===== src/rtl/pib_pkg.sv =====
package pib_pkg;
  // Words per host burst; the flow-control threshold and group size.
  localparam int unsigned PIB_GROUP = 8;
  localparam int unsigned PIB_WORD_W = 32;

  typedef logic [PIB_WORD_W-1:0] pib_word_t;

  // Tracker decision for one clock.
  typedef enum logic [1:0] {
    TRK_IDLE  = 2'd0,
    TRK_CLEAR = 2'd1,
    TRK_LOAD  = 2'd2,
    TRK_COUNT = 2'd3
  } trk_op_e;
endpackage


===== src/rtl/pib_fifo.sv =====
module pib_fifo
  import pib_pkg::*;
#(
  parameter int unsigned DEPTH = 16,
  parameter int unsigned CW    = $clog2(DEPTH + 1)
) (
  input  logic          clk,
  input  logic          rst,
  input  logic          wr_en,
  input  pib_word_t     wr_data,
  input  logic          rd_en,
  output pib_word_t     rd_data,
  output logic          rd_valid,
  output logic          wr_acc,
  output logic          wr_drop,
  output logic [CW-1:0] level
);
  localparam int unsigned AW = (DEPTH > 1) ? $clog2(DEPTH) : 1;
  localparam logic [CW-1:0] DEPTH_C = CW'(DEPTH);
  localparam logic [AW-1:0] LAST_A  = AW'(DEPTH - 1);

  pib_word_t     mem [DEPTH];
  logic [AW-1:0] wptr, rptr;
  logic [CW-1:0] count;
  logic          full, empty, rd_acc;

  assign full    = (count == DEPTH_C);
  assign empty   = (count == '0);
  assign wr_acc  = wr_en && !full;
  assign wr_drop = wr_en && full;
  assign rd_acc  = rd_en && !empty;
  assign level   = count;

  // Storage without reset, so a block RAM can hold it.
  always_ff @(posedge clk) begin
    if (wr_acc) mem[wptr] <= wr_data;
  end

  always_ff @(posedge clk) begin
    if (rd_acc) rd_data <= mem[rptr];
  end

  always_ff @(posedge clk) begin
    if (rst) begin
      wptr     <= '0;
      rptr     <= '0;
      count    <= '0;
      rd_valid <= 1'b0;
    end else begin
      rd_valid <= rd_acc;
      if (wr_acc) wptr <= (wptr == LAST_A) ? '0 : wptr + 1'b1;
      if (rd_acc) rptr <= (rptr == LAST_A) ? '0 : rptr + 1'b1;
      case ({wr_acc, rd_acc})
        2'b10:   count <= count + 1'b1;
        2'b01:   count <= count - 1'b1;
        default: count <= count;
      endcase
    end
  end


  level_bound_chk: assert property (@(posedge clk) disable iff (rst)
    count <= DEPTH_C);


  level_hold_chk: assert property (@(posedge clk) disable iff (rst)
    (wr_acc && rd_acc) |=> (count == $past(count)));


  rd_pulse_chk: assert property (@(posedge clk) disable iff (rst)
    (rd_en && !empty) |=> rd_valid);
endmodule


===== src/rtl/pib_pkt_tracker.sv =====
module pib_pkt_tracker
  import pib_pkg::*;
#(
  parameter int unsigned LEN_W = 12
) (
  input  logic             clk,
  input  logic             rst,
  input  logic             ctx_read,
  input  logic             len_load,
  input  logic [LEN_W-1:0] len_words,
  input  logic             wr_acc,
  output logic             eop_hold
);
  localparam int unsigned GW = $clog2(PIB_GROUP);
  localparam logic [LEN_W-1:0] GROUP_C = LEN_W'(PIB_GROUP);
  localparam logic [GW-1:0]    GLAST   = GW'(PIB_GROUP - 1);

  logic [LEN_W-1:0] remain;
  logic [GW-1:0]    grp_pos;
  logic             at_boundary, last_group;
  trk_op_e          op;

  // Priority: context read, then length load, then counting a write.
  always_comb begin
    if (ctx_read)      op = TRK_CLEAR;
    else if (len_load) op = TRK_LOAD;
    else if (wr_acc)   op = TRK_COUNT;
    else               op = TRK_IDLE;
  end

  assign at_boundary = (grp_pos == '0);
  assign last_group  = at_boundary && (remain <= GROUP_C);

  always_ff @(posedge clk) begin
    if (rst) begin
      remain   <= '0;
      grp_pos  <= '0;
      eop_hold <= 1'b0;
    end else begin
      case (op)
        TRK_CLEAR: begin
          remain   <= '0;
          grp_pos  <= '0;
          eop_hold <= 1'b0;
        end
        TRK_LOAD: begin
          remain  <= len_words;
          grp_pos <= '0;
        end
        TRK_COUNT: begin
          if (last_group) eop_hold <= 1'b1;
          if (remain != '0) remain <= remain - 1'b1;
          grp_pos <= (grp_pos == GLAST) ? '0 : grp_pos + 1'b1;
        end
        default: ;
      endcase
    end
  end


  hold_keep_chk: assert property (@(posedge clk) disable iff (rst)
    (eop_hold && !ctx_read) |=> eop_hold);


  ctx_clear_chk: assert property (@(posedge clk) disable iff (rst)
    ctx_read |=> (!eop_hold && grp_pos == '0 && remain == '0));


  len_restart_chk: assert property (@(posedge clk) disable iff (rst)
    (len_load && !ctx_read) |=> (grp_pos == '0 && remain == $past(len_words)));
endmodule


===== src/rtl/pib_ready_gen.sv =====
module pib_ready_gen
  import pib_pkg::*;
#(
  parameter int unsigned DEPTH = 16,
  parameter int unsigned CW    = $clog2(DEPTH + 1)
) (
  input  logic          clk,
  input  logic          rst,
  input  logic [CW-1:0] level,
  input  logic          eop_hold,
  output logic          host_rdy
);
  localparam logic [CW-1:0] DEPTH_C = CW'(DEPTH);
  localparam logic [CW-1:0] GROUP_C = CW'(PIB_GROUP);
  localparam logic          RST_RDY = (DEPTH >= PIB_GROUP);

  logic [CW-1:0] free_words;
  logic          space_ok;

  assign free_words = DEPTH_C - level;
  assign space_ok   = (free_words >= GROUP_C);

  always_ff @(posedge clk) begin
    if (rst) host_rdy <= RST_RDY;
    else     host_rdy <= space_ok && !eop_hold;
  end


  hold_blocks_chk: assert property (@(posedge clk) disable iff (rst)
    eop_hold |=> !host_rdy);


  space_gate_chk: assert property (@(posedge clk) disable iff (rst)
    (free_words < GROUP_C) |=> !host_rdy);
endmodule


===== src/rtl/pkt_inbuf_flow.sv =====
module pkt_inbuf_flow
  import pib_pkg::*;
#(
  parameter int unsigned DEPTH = 16,
  parameter int unsigned LEN_W = 12
) (
  input  logic             clk,
  input  logic             rst,
  input  logic             len_load,
  input  logic [LEN_W-1:0] len_words,
  input  logic             wr_en,
  input  logic [31:0]      wr_data,
  input  logic             rd_en,
  output logic [31:0]      rd_data,
  output logic             rd_valid,
  input  logic             ctx_read,
  output logic             host_rdy,
  output logic             ovf_err
);
  localparam int unsigned CW = $clog2(DEPTH + 1);

  logic          wr_acc, wr_drop, eop_hold;
  logic [CW-1:0] level;

  initial begin
    if (DEPTH < 2 * PIB_GROUP) $error("DEPTH must be at least 16 words");
  end

  pib_fifo #(.DEPTH(DEPTH), .CW(CW)) u_fifo (
    .clk(clk), .rst(rst), .wr_en(wr_en), .wr_data(wr_data),
    .rd_en(rd_en), .rd_data(rd_data), .rd_valid(rd_valid),
    .wr_acc(wr_acc), .wr_drop(wr_drop), .level(level)
  );

  pib_pkt_tracker #(.LEN_W(LEN_W)) u_trk (
    .clk(clk), .rst(rst), .ctx_read(ctx_read), .len_load(len_load),
    .len_words(len_words), .wr_acc(wr_acc), .eop_hold(eop_hold)
  );

  pib_ready_gen #(.DEPTH(DEPTH), .CW(CW)) u_rdy (
    .clk(clk), .rst(rst), .level(level), .eop_hold(eop_hold),
    .host_rdy(host_rdy)
  );

  always_ff @(posedge clk) begin
    if (rst)          ovf_err <= 1'b0;
    else if (wr_drop) ovf_err <= 1'b1;
  end


  ovf_sticky_chk: assert property (@(posedge clk) disable iff (rst)
    ovf_err |=> ovf_err);
endmodule


===== config.mk =====
export PLATFORM = sky130hd
export DESIGN_NAME = pkt_inbuf_flow
export DESIGN_NICKNAME = d
export VERILOG_FILES = /design/src/rtl/pib_pkg.sv /design/src/rtl/pib_fifo.sv /design/src/rtl/pib_pkt_tracker.sv /design/src/rtl/pib_ready_gen.sv /design/src/rtl/pkt_inbuf_flow.sv
export SDC_FILE = /design/constraint.sdc
export NUM_CORES = 1
export LEC_CHECK = 0
export BUFFER_PORTS_ARGS = -buffer_cell sky130_fd_sc_hd__buf_4
export CORE_UTILIZATION = 61
export CTS_CLUSTER_DIAMETER = 80
export DETAILED_ROUTE_END_ITERATION = 8
export GPL_TIMING_DRIVEN = 0
export MAX_ROUTING_LAYER = met4
export PLACE_DENSITY = 0.81
export RECOVER_POWER = 100
export SYNTH_ARGS = -nofsm -noshare
export SYNTH_HDL_FRONTEND = slang
export SYNTH_SLANG_ARGS = --single-unit

===== constraint.sdc =====
create_clock -name clk -period 5 [get_ports clk]
set_clock_uncertainty 0.15 [all_clocks]
set_input_delay 0.75 -clock clk [delete_from_list [all_inputs] [get_ports clk]]
set_output_delay 0.75 -clock clk [all_outputs]
set_load 0.02 [all_outputs]

==> flow_metrics.env, run 1 <==
export IMPL_status="finished, violations left"
export IMPL_violations="capacitance limit, slew limit"
export IMPL_die_height_um=194
export IMPL_cts_tree="done"
export IMPL_fin_util_pct=71.0
export IMPL_die_area_sq_um=37500
export IMPL_peakVddDrop_mv=0.320
export IMPL_post_route_drc_count=0
export IMPL_cts_buffer_depth=3
export IMPL_num_vias=11700
export IMPL_synth_most_common_cell="edfxtp_1"
export IMPL_cts_sink_count=576
export IMPL_max_cap_viol_count=13
export IMPL_reg2reg_from="u_fifo.level[2]"
export IMPL_worst_pin_slew_ps=2030
export IMPL_clk_latency_ps=600
export IMPL_ys_async_sr_fraction_pct=0
export IMPL_holdCritStartpoint="len_words[9]"
export IMPL_grtUsageTotal_pct=27.7
export IMPL_yosysSeqAreaShare_pct=75.8
export IMPL_fillCellCount=2100
export IMPL_area_delta_synth_final_pct=13.6
export IMPL_whs_endpoint="u_trk.remain[9]"
export IMPL_cts_resized=0
export IMPL_p_total_mw=12.2
export IMPL_hpwl_mm=29.7
export IMPL_r2r_slack_ps=850
export IMPL_via_per_inst=6.60
export IMPL_final_cells=1773
export IMPL_synth_top_area_share_pct=72.9
export IMPL_grt_pass1_wl_mm=73.2
export IMPL_synth_avg_cell_area_sq_um=20.3
export IMPL_h_tree_depth=2
export IMPL_yosys_warnings=0
export IMPL_die_w_um=194
export IMPL_drtIter0Drc=968
export IMPL_ctsRootBufferMaster="clkbuf_16"
export IMPL_cp_start_kind="flop"
export IMPL_post_cts_buffers=0
export IMPL_leakage_nw=7.88
export IMPL_synth_distinct_cells=55
export IMPL_ant_nets=0
export IMPL_rsz0062_at_grt="false"
export IMPL_drt_total_wl_mm=49.3
export IMPL_wl_per_cell_um=27.8
export IMPL_final_hold_violation_count=0
export IMPL_ys_ff_latch=576
export IMPL_start_util_pct=62.5
export IMPL_dp_cells=1672
export IMPL_numCtsBuffers=55
export IMPL_power_density_nw_per_um2=480
export IMPL_ff_latch_area_sq_um=17000
export IMPL_num_io_pins=85
export IMPL_grt_max_degree=28
export IMPL_rr_endpoint="u_fifo.mem[6][13]"
export IMPL_maxSlewViolCount=181
export IMPL_portBuffers=83
export IMPL_layout_min_cycle_time_ps=4150
export IMPL_syn_area_sq_um=22400
export IMPL_clk_pin_slew_ps=60
export IMPL_gr_total_overflow=0
export IMPL_cp_max_fo=20
export IMPL_nets=1333
export IMPL_syn_inst=1103
export IMPL_synthTopCellsByArea="edfxtp_1, mux4_2, dfxtp_1"
export IMPL_slew_limit_headroom_pct=-35.8
export IMPL_post_synth_top_area_cell="edfxtp_1"
export IMPL_multi_input_area_sq_um=5080
export IMPL_place_congestion=0.801
export IMPL_synth_nets=1168
export IMPL_core_sq_um=35800
export IMPL_fin_crit_sh_pct=83.1
export IMPL_setup_violations=0
export IMPL_timing_fmax_ghz=0.241
export IMPL_finalSetupTns_ps=0
export IMPL_drt_pass1_iter_count=5
export IMPL_rr_worst_depth=8
export IMPL_required_ps=5070
export IMPL_ctsHoldBuffers=0
export IMPL_hold_class="in -> reg"
export IMPL_antenna_found_initial=1
export IMPL_rows=69
export IMPL_grt_pass1_vias=12100
export IMPL_drive_gt1_share_pct=20.9
export IMPL_min_path_cells=3
export IMPL_end_kind="flop"
export IMPL_crit_arrival_ps=4220
export IMPL_synth_ff_type="edfxtp_1"
export IMPL_synth_common_cells="edfxtp_1, mux4_2, a21oi_1"
export IMPL_crit_type="reg -> reg"
export IMPL_synth_edf_count=544
==> placed cells by master, fill, tap and decap left out, drive strengths merged, types with 2 or more instances in the layout <==
cell / netlist / layout
dfxtp: 32 / 32
a22oi: 2 / 2
clkinv: 0 / 23
a311oi: 2 / 2
or3: 4 / 4
nand4: 2 / 2
o21ai: 15 / 15
nand3: 8 / 8
nor3: 16 / 16
ha: 15 / 15
a21oi: 57 / 57
mux4: 128 / 128
edfxtp: 544 / 544
bufinv: 0 / 4
xor2: 4 / 4
buf: 26 / 56
nand2: 28 / 28
nor2: 28 / 28
or4: 3 / 3
mux2i: 33 / 33
nand2b: 8 / 8
clkbuf: 33 / 182
a211oi: 33 / 33
inv: 13 / 14
o211ai: 4 / 4
nor4: 7 / 7
xnor2: 6 / 6
a21o: 3 / 3
nor2b: 34 / 34
==> kinds of logic after synthesis <==
family          synth area share [%]
flops                           75.8
fa+ha+maj                      0.838
compound gates                  3.58
simple gates                    3.56
mux                             14.3
buf+inv                         1.50
xor+xnor                       0.391
==> worst max-delay path by stage <==
stage / startpoint / to / slack [ps]
6_report: u_fifo.level[2] / u_fifo.mem[6][13] / 850
5_1_grt: u_fifo.level[2] / u_fifo.mem[6][16] / 540
4_1_cts: u_fifo.level[1] / u_fifo.level[2] / 1230
3_5_place_dp: u_fifo.level[1] / u_fifo.level[2] / 1270
3_3_place_gp: u_fifo.level[2] / u_fifo.mem[2][15] / -1960
2_1_floorplan: u_fifo.level[2] / u_fifo.mem[3][0] / 750
==> flip-flops by register name, indices dropped and copies added, names as in the netlist <==
signal and flops:
u_fifo.rd_data 32, u_trk.remain 12, u_trk.eop_hold 1, u_fifo.mem 512
u_fifo.rd_valid 1, u_rdy.host_rdy 1, u_fifo.wptr 4, u_trk.grp_pos 3
u_fifo.level 5, u_fifo.rptr 4, ovf_err 1
==> layout make-up <==
class	instances	share of cell area, %
Antenna cell	1	0.00984
Buffer	59	1.10
Clock buffer	71	5.85
Clock inverter	29	0.930
Inverter	13	0.192
Multi-Input combinational cell	455	20.0
Sequential cell	576	66.7
Tap cell	461	2.27
Timing Repair Buffer	108	2.94
==> report_power, final <==
group / leakage, nW / switching (mW) / internal [mW]
logic: 1.85 / 1.42 / 1.06
registers: 5.18 / 0.0850 / 5.60
clock network: 0.848 / 1.73 / 2.30
==> stage by stage <==
step                hold slack (ps)  area, sq um  setup slack (ps)
floorplan                       295        22400               747
global placement                301        23600             -1960
detailed placement              316        24200              1270
CTS                             185        25900              1230
global route                    212        25400               541
finish                          213        25400               846
==> worst max-delay path, cell delays in order (launching register included) <==
cell,delay [ps]
dfxtp_1,310
clkbuf_1,310
nor4_1,150
ha_1,240
nor2b_1,150
clkbuf_1,390
nand2_1,210
nor2_1,1090
clkbuf_2,770
==> routing by layer <==
metal / track usage (%) / up-vias / share of wire, %
met4: 11.3 / 0 / 3.7
li1: - / 4866 / -
met1: 34.9 / 6083 / 38
met3: 4.42 / 136 / 7.4
met2: 45.6 / 612 / 51
met5: - / - / 0
(Power assumes the default switching activity.)
==> run 2, diff against run 1 <==
==> constraint.sdc (replaced) <==
create_clock -name clk -period 4.24 [get_ports clk]
set_clock_uncertainty 0.15 [all_clocks]
set_input_delay 0.636 -clock clk [delete_from_list [all_inputs] [get_ports clk]]
set_output_delay 0.636 -clock clk [all_outputs]
set_load 0.02 [all_outputs]
==> flow_metrics.env, run 2 (synthesis gave the netlist of run 1 again) <==
export IMPL_gr_total_overflow=0
export IMPL_setup_violations=0
export IMPL_fin_crit_sh_pct=92.5
export IMPL_top_regs="u_fifo.mem: 512 flops, u_fifo.rd_data: 32 flops, u_trk.remain: 12 flops"
export IMPL_grt_pass1_vias=12500
export IMPL_fin_area_sq_um=25500
export IMPL_h_tree_depth=2
export IMPL_fillCellCount=2027
export IMPL_die_area_sq_um=37500
export IMPL_cts_resized=0
export IMPL_post_place_ws_ps=534
export IMPL_crit_arrival_ps=4010
export IMPL_largest_reg_flops=512
export IMPL_ctsHoldBuffers=0
export IMPL_rsz0062_at_grt="false"
export IMPL_post_cts_buffers=0
export IMPL_p_total_mw=14.8
export IMPL_rows=69
export IMPL_numCtsBuffers=55
export IMPL_reg2reg_from="u_fifo.level[2]"
export IMPL_max_cap_viol_count=0
export IMPL_cts_sink_count=576
export IMPL_status="complete, no violations"
export IMPL_fin_util_pct=71.2
export IMPL_crit_type="reg -> reg"
export IMPL_via_per_inst=6.58
export IMPL_ant_nets=0
export IMPL_antenna_found_initial=1
export IMPL_die_height_um=194
export IMPL_clk_pin_slew_ps=70
export IMPL_cp_start_kind="flop"
export IMPL_layout_min_cycle_time_ps=3920
export IMPL_core_sq_um=35800
export IMPL_timing_fmax_ghz=0.255
export IMPL_end_kind="flop"
export IMPL_cp_max_fo=18
export IMPL_dpl_instance_area_sq_um=24200
export IMPL_area_delta_synth_final_pct=13.8
export IMPL_regMostFlops="u_fifo.mem"
export IMPL_grtUsageTotal_pct=28.9
export IMPL_grt_pass1_wl_mm=76.0
export IMPL_startpoint="u_fifo.level[2]"
export IMPL_leakage_nw=7.94
export IMPL_layout_commonest_cell="edfxtp_1"
export IMPL_slew_limit_headroom_pct=2.84
export IMPL_post_route_drc_count=0
export IMPL_cts_buffer_depth=3
export IMPL_drt_total_wl_mm=50.9
export IMPL_wl_per_cell_um=28.7
export IMPL_place_congestion=0.808
export IMPL_grt_max_degree=34
export IMPL_drive_gt1_share_pct=22.2
export IMPL_drtIter0Drc=1065
export IMPL_worst_pin_slew_ps=1450
export IMPL_die_w_um=194
export IMPL_nets=1332
export IMPL_hold_class="in -> reg"
export IMPL_maxSlewViolCount=0
export IMPL_drt_pass1_iter_count=5
export IMPL_fin_ws_ps=319
export IMPL_holdWs_ps=81.4
export IMPL_finalSetupTns_ps=0
export IMPL_clk_latency_ps=600
export IMPL_final_cell_mix="edfxtp_1, mux4_2, clkbuf_1, a21oi_1, clkbuf_16"
export IMPL_holdCritStartpoint="len_words[8]"
export IMPL_portBuffers=83
export IMPL_ctsRootBufferMaster="clkbuf_16"
export IMPL_num_vias=11700
export IMPL_start_util_pct=62.5
export IMPL_num_io_pins=85
export IMPL_required_ps=4320
export IMPL_hpwl_mm=30.2
export IMPL_dp_cells=1671
export IMPL_power_density_nw_per_um2=580
export IMPL_cts_tree="done"
export IMPL_peakVddDrop_mv=0.295
export IMPL_final_hold_violation_count=0
export IMPL_final_cells=1773
run 2: cell count changes in the layout (fill, tap and decap cells not counted), moves of 3 or more:
cell,change
clkbuf_1,-7
buf_12,-3
nor2_1,-8
bufinv_16,+6
nor2_2,+8
clkbuf_2,+9
run 2: where the power goes:
group	internal, mW	switching, mW
combinational	1.25	1.73
clock	3.02	2.08
sequential	6.61	0.109
run 2: area by class of cell:
| cell class | count | area [sq um] | share of cell area, % |
|---|---|---|---|
| Clock buffer | 66 | 1440 | 5.64 |
| Sequential cell | 576 | 17000 | 66.6 |
| Buffer | 59 | 287 | 1.12 |
| Multi-Input combinational cell | 455 | 5100 | 20.0 |
| Inverter | 13 | 48.8 | 0.191 |
| Timing Repair Buffer | 107 | 632 | 2.48 |
| Clock inverter | 35 | 433 | 1.70 |
| Tap cell | 461 | 577 | 2.26 |
| Antenna cell | 1 | 2.50 | 0.00981 |
run 2: per-layer routing:
layer  vias to the layer above  global-route usage, %  wire [um]
li1                       4866                      -          -
met1                      5999                   36.3      19100
met2                       677                   47.7      26100
met3                       131                   4.59       4020
met4                         0                   11.2       1730
met5                         -                      -          0
run 2: path summary, 6_finish.rpt:
check / cells after the start / slack (ps) / to
max: 8 / 320 / u_fifo.mem[9][13]
min: 3 / 80 / u_trk.remain[8]
max reg2reg: 8 / 320 / u_fifo.mem[9][13]
min reg2reg: 2 / 330 / ovf_err
run 2: critical path: stages, from the launching register on:
cell,delay (ps)
dfxtp_1,310
clkbuf_1,330
nor4_1,150
ha_1,240
nor2b_1,150
clkbuf_1,390
nand2_1,250
nor2_2,870
clkbuf_2,700
==> run 3, diff against run 2 <==
--- a/config.mk
+++ b/config.mk
@@ -6,12 +6,13 @@
 export NUM_CORES = 1
 export LEC_CHECK = 0
 export BUFFER_PORTS_ARGS = -buffer_cell sky130_fd_sc_hd__buf_4
+export CORE_MARGIN = 8
 export CORE_UTILIZATION = 61
 export CTS_CLUSTER_DIAMETER = 80
 export DETAILED_ROUTE_END_ITERATION = 8
 export GPL_TIMING_DRIVEN = 0
 export MAX_ROUTING_LAYER = met4
-export PLACE_DENSITY = 0.81
+export PLACE_DENSITY_LB_ADDON = 0.25
 export RECOVER_POWER = 100
 export SYNTH_ARGS = -nofsm -noshare
 export SYNTH_HDL_FRONTEND = slang
==> flow_metrics.env, run 3 (synthesis gave the netlist of run 1 again) <==
export IMPL_cts_buffer_depth=3
export IMPL_critPathTopFamily="simple AND/OR/NAND/NOR gates"
export IMPL_leakage_nw=7.81
export IMPL_via_per_inst=6.40
export IMPL_num_vias=11400
export IMPL_worst_pin_slew_ps=1560
export IMPL_rsz0062_at_grt="false"
export IMPL_slew_limit_headroom_pct=-4.37
export IMPL_drtIter0Drc=935
export IMPL_die_w_um=208
export IMPL_cpPeakStageDelay_ps=910
export IMPL_r2r_slack_ps=270
export IMPL_rows=70
export IMPL_cp_start_kind="flop"
export IMPL_top_regs="u_fifo.mem: 512 flops, u_fifo.rd_data: 32 flops, u_trk.remain: 12 flops"
export IMPL_clk_latency_ps=610
export IMPL_multi_input_area_sq_um=5090
export IMPL_numCtsBuffers=54
export IMPL_cp_num_cells=8
export IMPL_crit_type="reg -> reg"
export IMPL_fillCellCount=2232
export IMPL_final_cell_mix="edfxtp_1, mux4_2, clkbuf_1, a21oi_1, clkbuf_16"
export IMPL_grt_pass1_vias=11700
export IMPL_place_congestion=0.807
export IMPL_end_kind="flop"
export IMPL_setup_worst_path_end="u_fifo.mem[10][12]"
export IMPL_largest_reg_flops=512
export IMPL_clk_pin_slew_ps=60
export IMPL_num_io_pins=85
export IMPL_drt_pass1_iter_count=5
export IMPL_final_hold_violation_count=0
export IMPL_cts_tree="done"
export IMPL_regMostFlops="u_fifo.mem"
export IMPL_holdWs_ps=93.3
export IMPL_die_area_sq_um=43100
export IMPL_maxSlewViolCount=13
export IMPL_status="finished, violations left"
export IMPL_layout_commonest_cell="edfxtp_1"
export IMPL_post_cts_buffers=0
export IMPL_ctsHoldBuffers=0
export IMPL_grtUsageTotal_pct=22.3
export IMPL_wl_per_cell_um=26.4
export IMPL_core_sq_um=36300
export IMPL_area_delta_synth_final_pct=12.9
export IMPL_ff_latch_area_sq_um=17000
export IMPL_drive_gt1_share_pct=21.1
export IMPL_setup_violations=0
export IMPL_power_density_nw_per_um2=562
export IMPL_ant_nets=0
export IMPL_startpoint="u_fifo.level[2]"
export IMPL_antenna_found_initial=1
export IMPL_fin_util_pct=69.6
export IMPL_nets=1331
export IMPL_required_ps=4310
export IMPL_start_util_pct=61.6
export IMPL_post_route_drc_count=0
export IMPL_grt_max_degree=27
export IMPL_crit_arrival_ps=4040
export IMPL_rr_endpoint="u_fifo.mem[10][12]"
export IMPL_peakVddDrop_mv=0.406
export IMPL_slowest_stage="nor2_2"
export IMPL_reg2reg_from="u_fifo.level[2]"
export IMPL_layout_min_cycle_time_ps=3970
export IMPL_ctsRootBufferMaster="clkbuf_16"
export IMPL_hpwl_mm=29.5
export IMPL_cts_sink_count=576
export IMPL_fin_crit_sh_pct=93.5
export IMPL_die_height_um=208
export IMPL_timing_fmax_ghz=0.252
export IMPL_h_tree_depth=2
export IMPL_max_cap_viol_count=1
export IMPL_path_common_cell="clkbuf_1"
export IMPL_portBuffers=83
export IMPL_violations="capacitance limit, slew limit"
export IMPL_cp_max_fo=17
export IMPL_grt_pass1_wl_mm=71.2
export IMPL_cp_cell_sequence="clkbuf_1 -> nor4_1 -> ha_1 -> nor2b_1 -> clkbuf_1 -> nand2_1 -> nor2_2 -> clkbuf_2"
export IMPL_rr_worst_depth=8
export IMPL_gr_total_overflow=0
export IMPL_cts_resized=0
export IMPL_drt_total_wl_mm=47.0
export IMPL_hold_class="in -> reg"
export IMPL_crit_buf_inv=3
-- run 3: cell types whose count changed in the layout (fill, tap and decap cells not counted), sizes merged --
cell    previous run  this run
buf               49        43
bufinv            10         5
clkbuf           183       189
clkinv            22        24
inv               14        15
-- run 3: per-layer routing --
metal	vias up	share of wire, %	track usage [%]
met5	-	0	-
met4	0	2.2	6.88
met3	78	6.6	3.08
met2	498	51	36.5
met1	5954	41	29.4
li1	4857	-	-
-- run 3: worst min-delay path by stage --
stage,start,end,slack (ps),cells past startpoint
final,len_words[9],u_trk.remain[9],90,3
after global routing,len_words[0],u_trk.remain[0],100,3
after CTS,len_words[9],u_trk.remain[9],70,3
after detailed placement,ovf_err,ovf_err,310,2
after global placement,ovf_err,ovf_err,300,2
after floorplan,u_trk.eop_hold,u_rdy.host_rdy,290,2
-- run 3: tightest hold or removal path, stage by stage --
cell,delay (ps)
buf_4,70
nand2_1,40
o21ai_0,60
-- run 3: area by class of cell --
type,instances,share of cell area (%)
diodes,1,0.00989
clock inverters,33,1.19
inverters,13,0.193
repair buffers,107,2.48
multi-input cells,455,20.1
well taps,468,2.31
clock buffers,66,5.52
flip-flops and latches,576,67.1
plain buffers,59,1.08
-- run 3: metrics by stage --
stage	setup WS [ps]	instance area (sq um)	TNS, ps	power, mW	instances
after floorplan	19.5	22400	0	8.91	1103
after global placement	-2590	23600	-551650	9.78	1654
after detailed placement	511	24200	0	9.89	1678
after CTS	473	25900	0	14.5	1777
after global routing	87.8	25300	0	14.8	1778
final	274	25300	0	14.2	1778
-- run 3: where the power goes --
part	total [mW]	internal [mW]	switching, mW
Clock	4.68	2.65	2.03
Sequential	6.70	6.60	0.0993
Combinational	2.84	1.22	1.62
Total	14.2	10.5	3.75
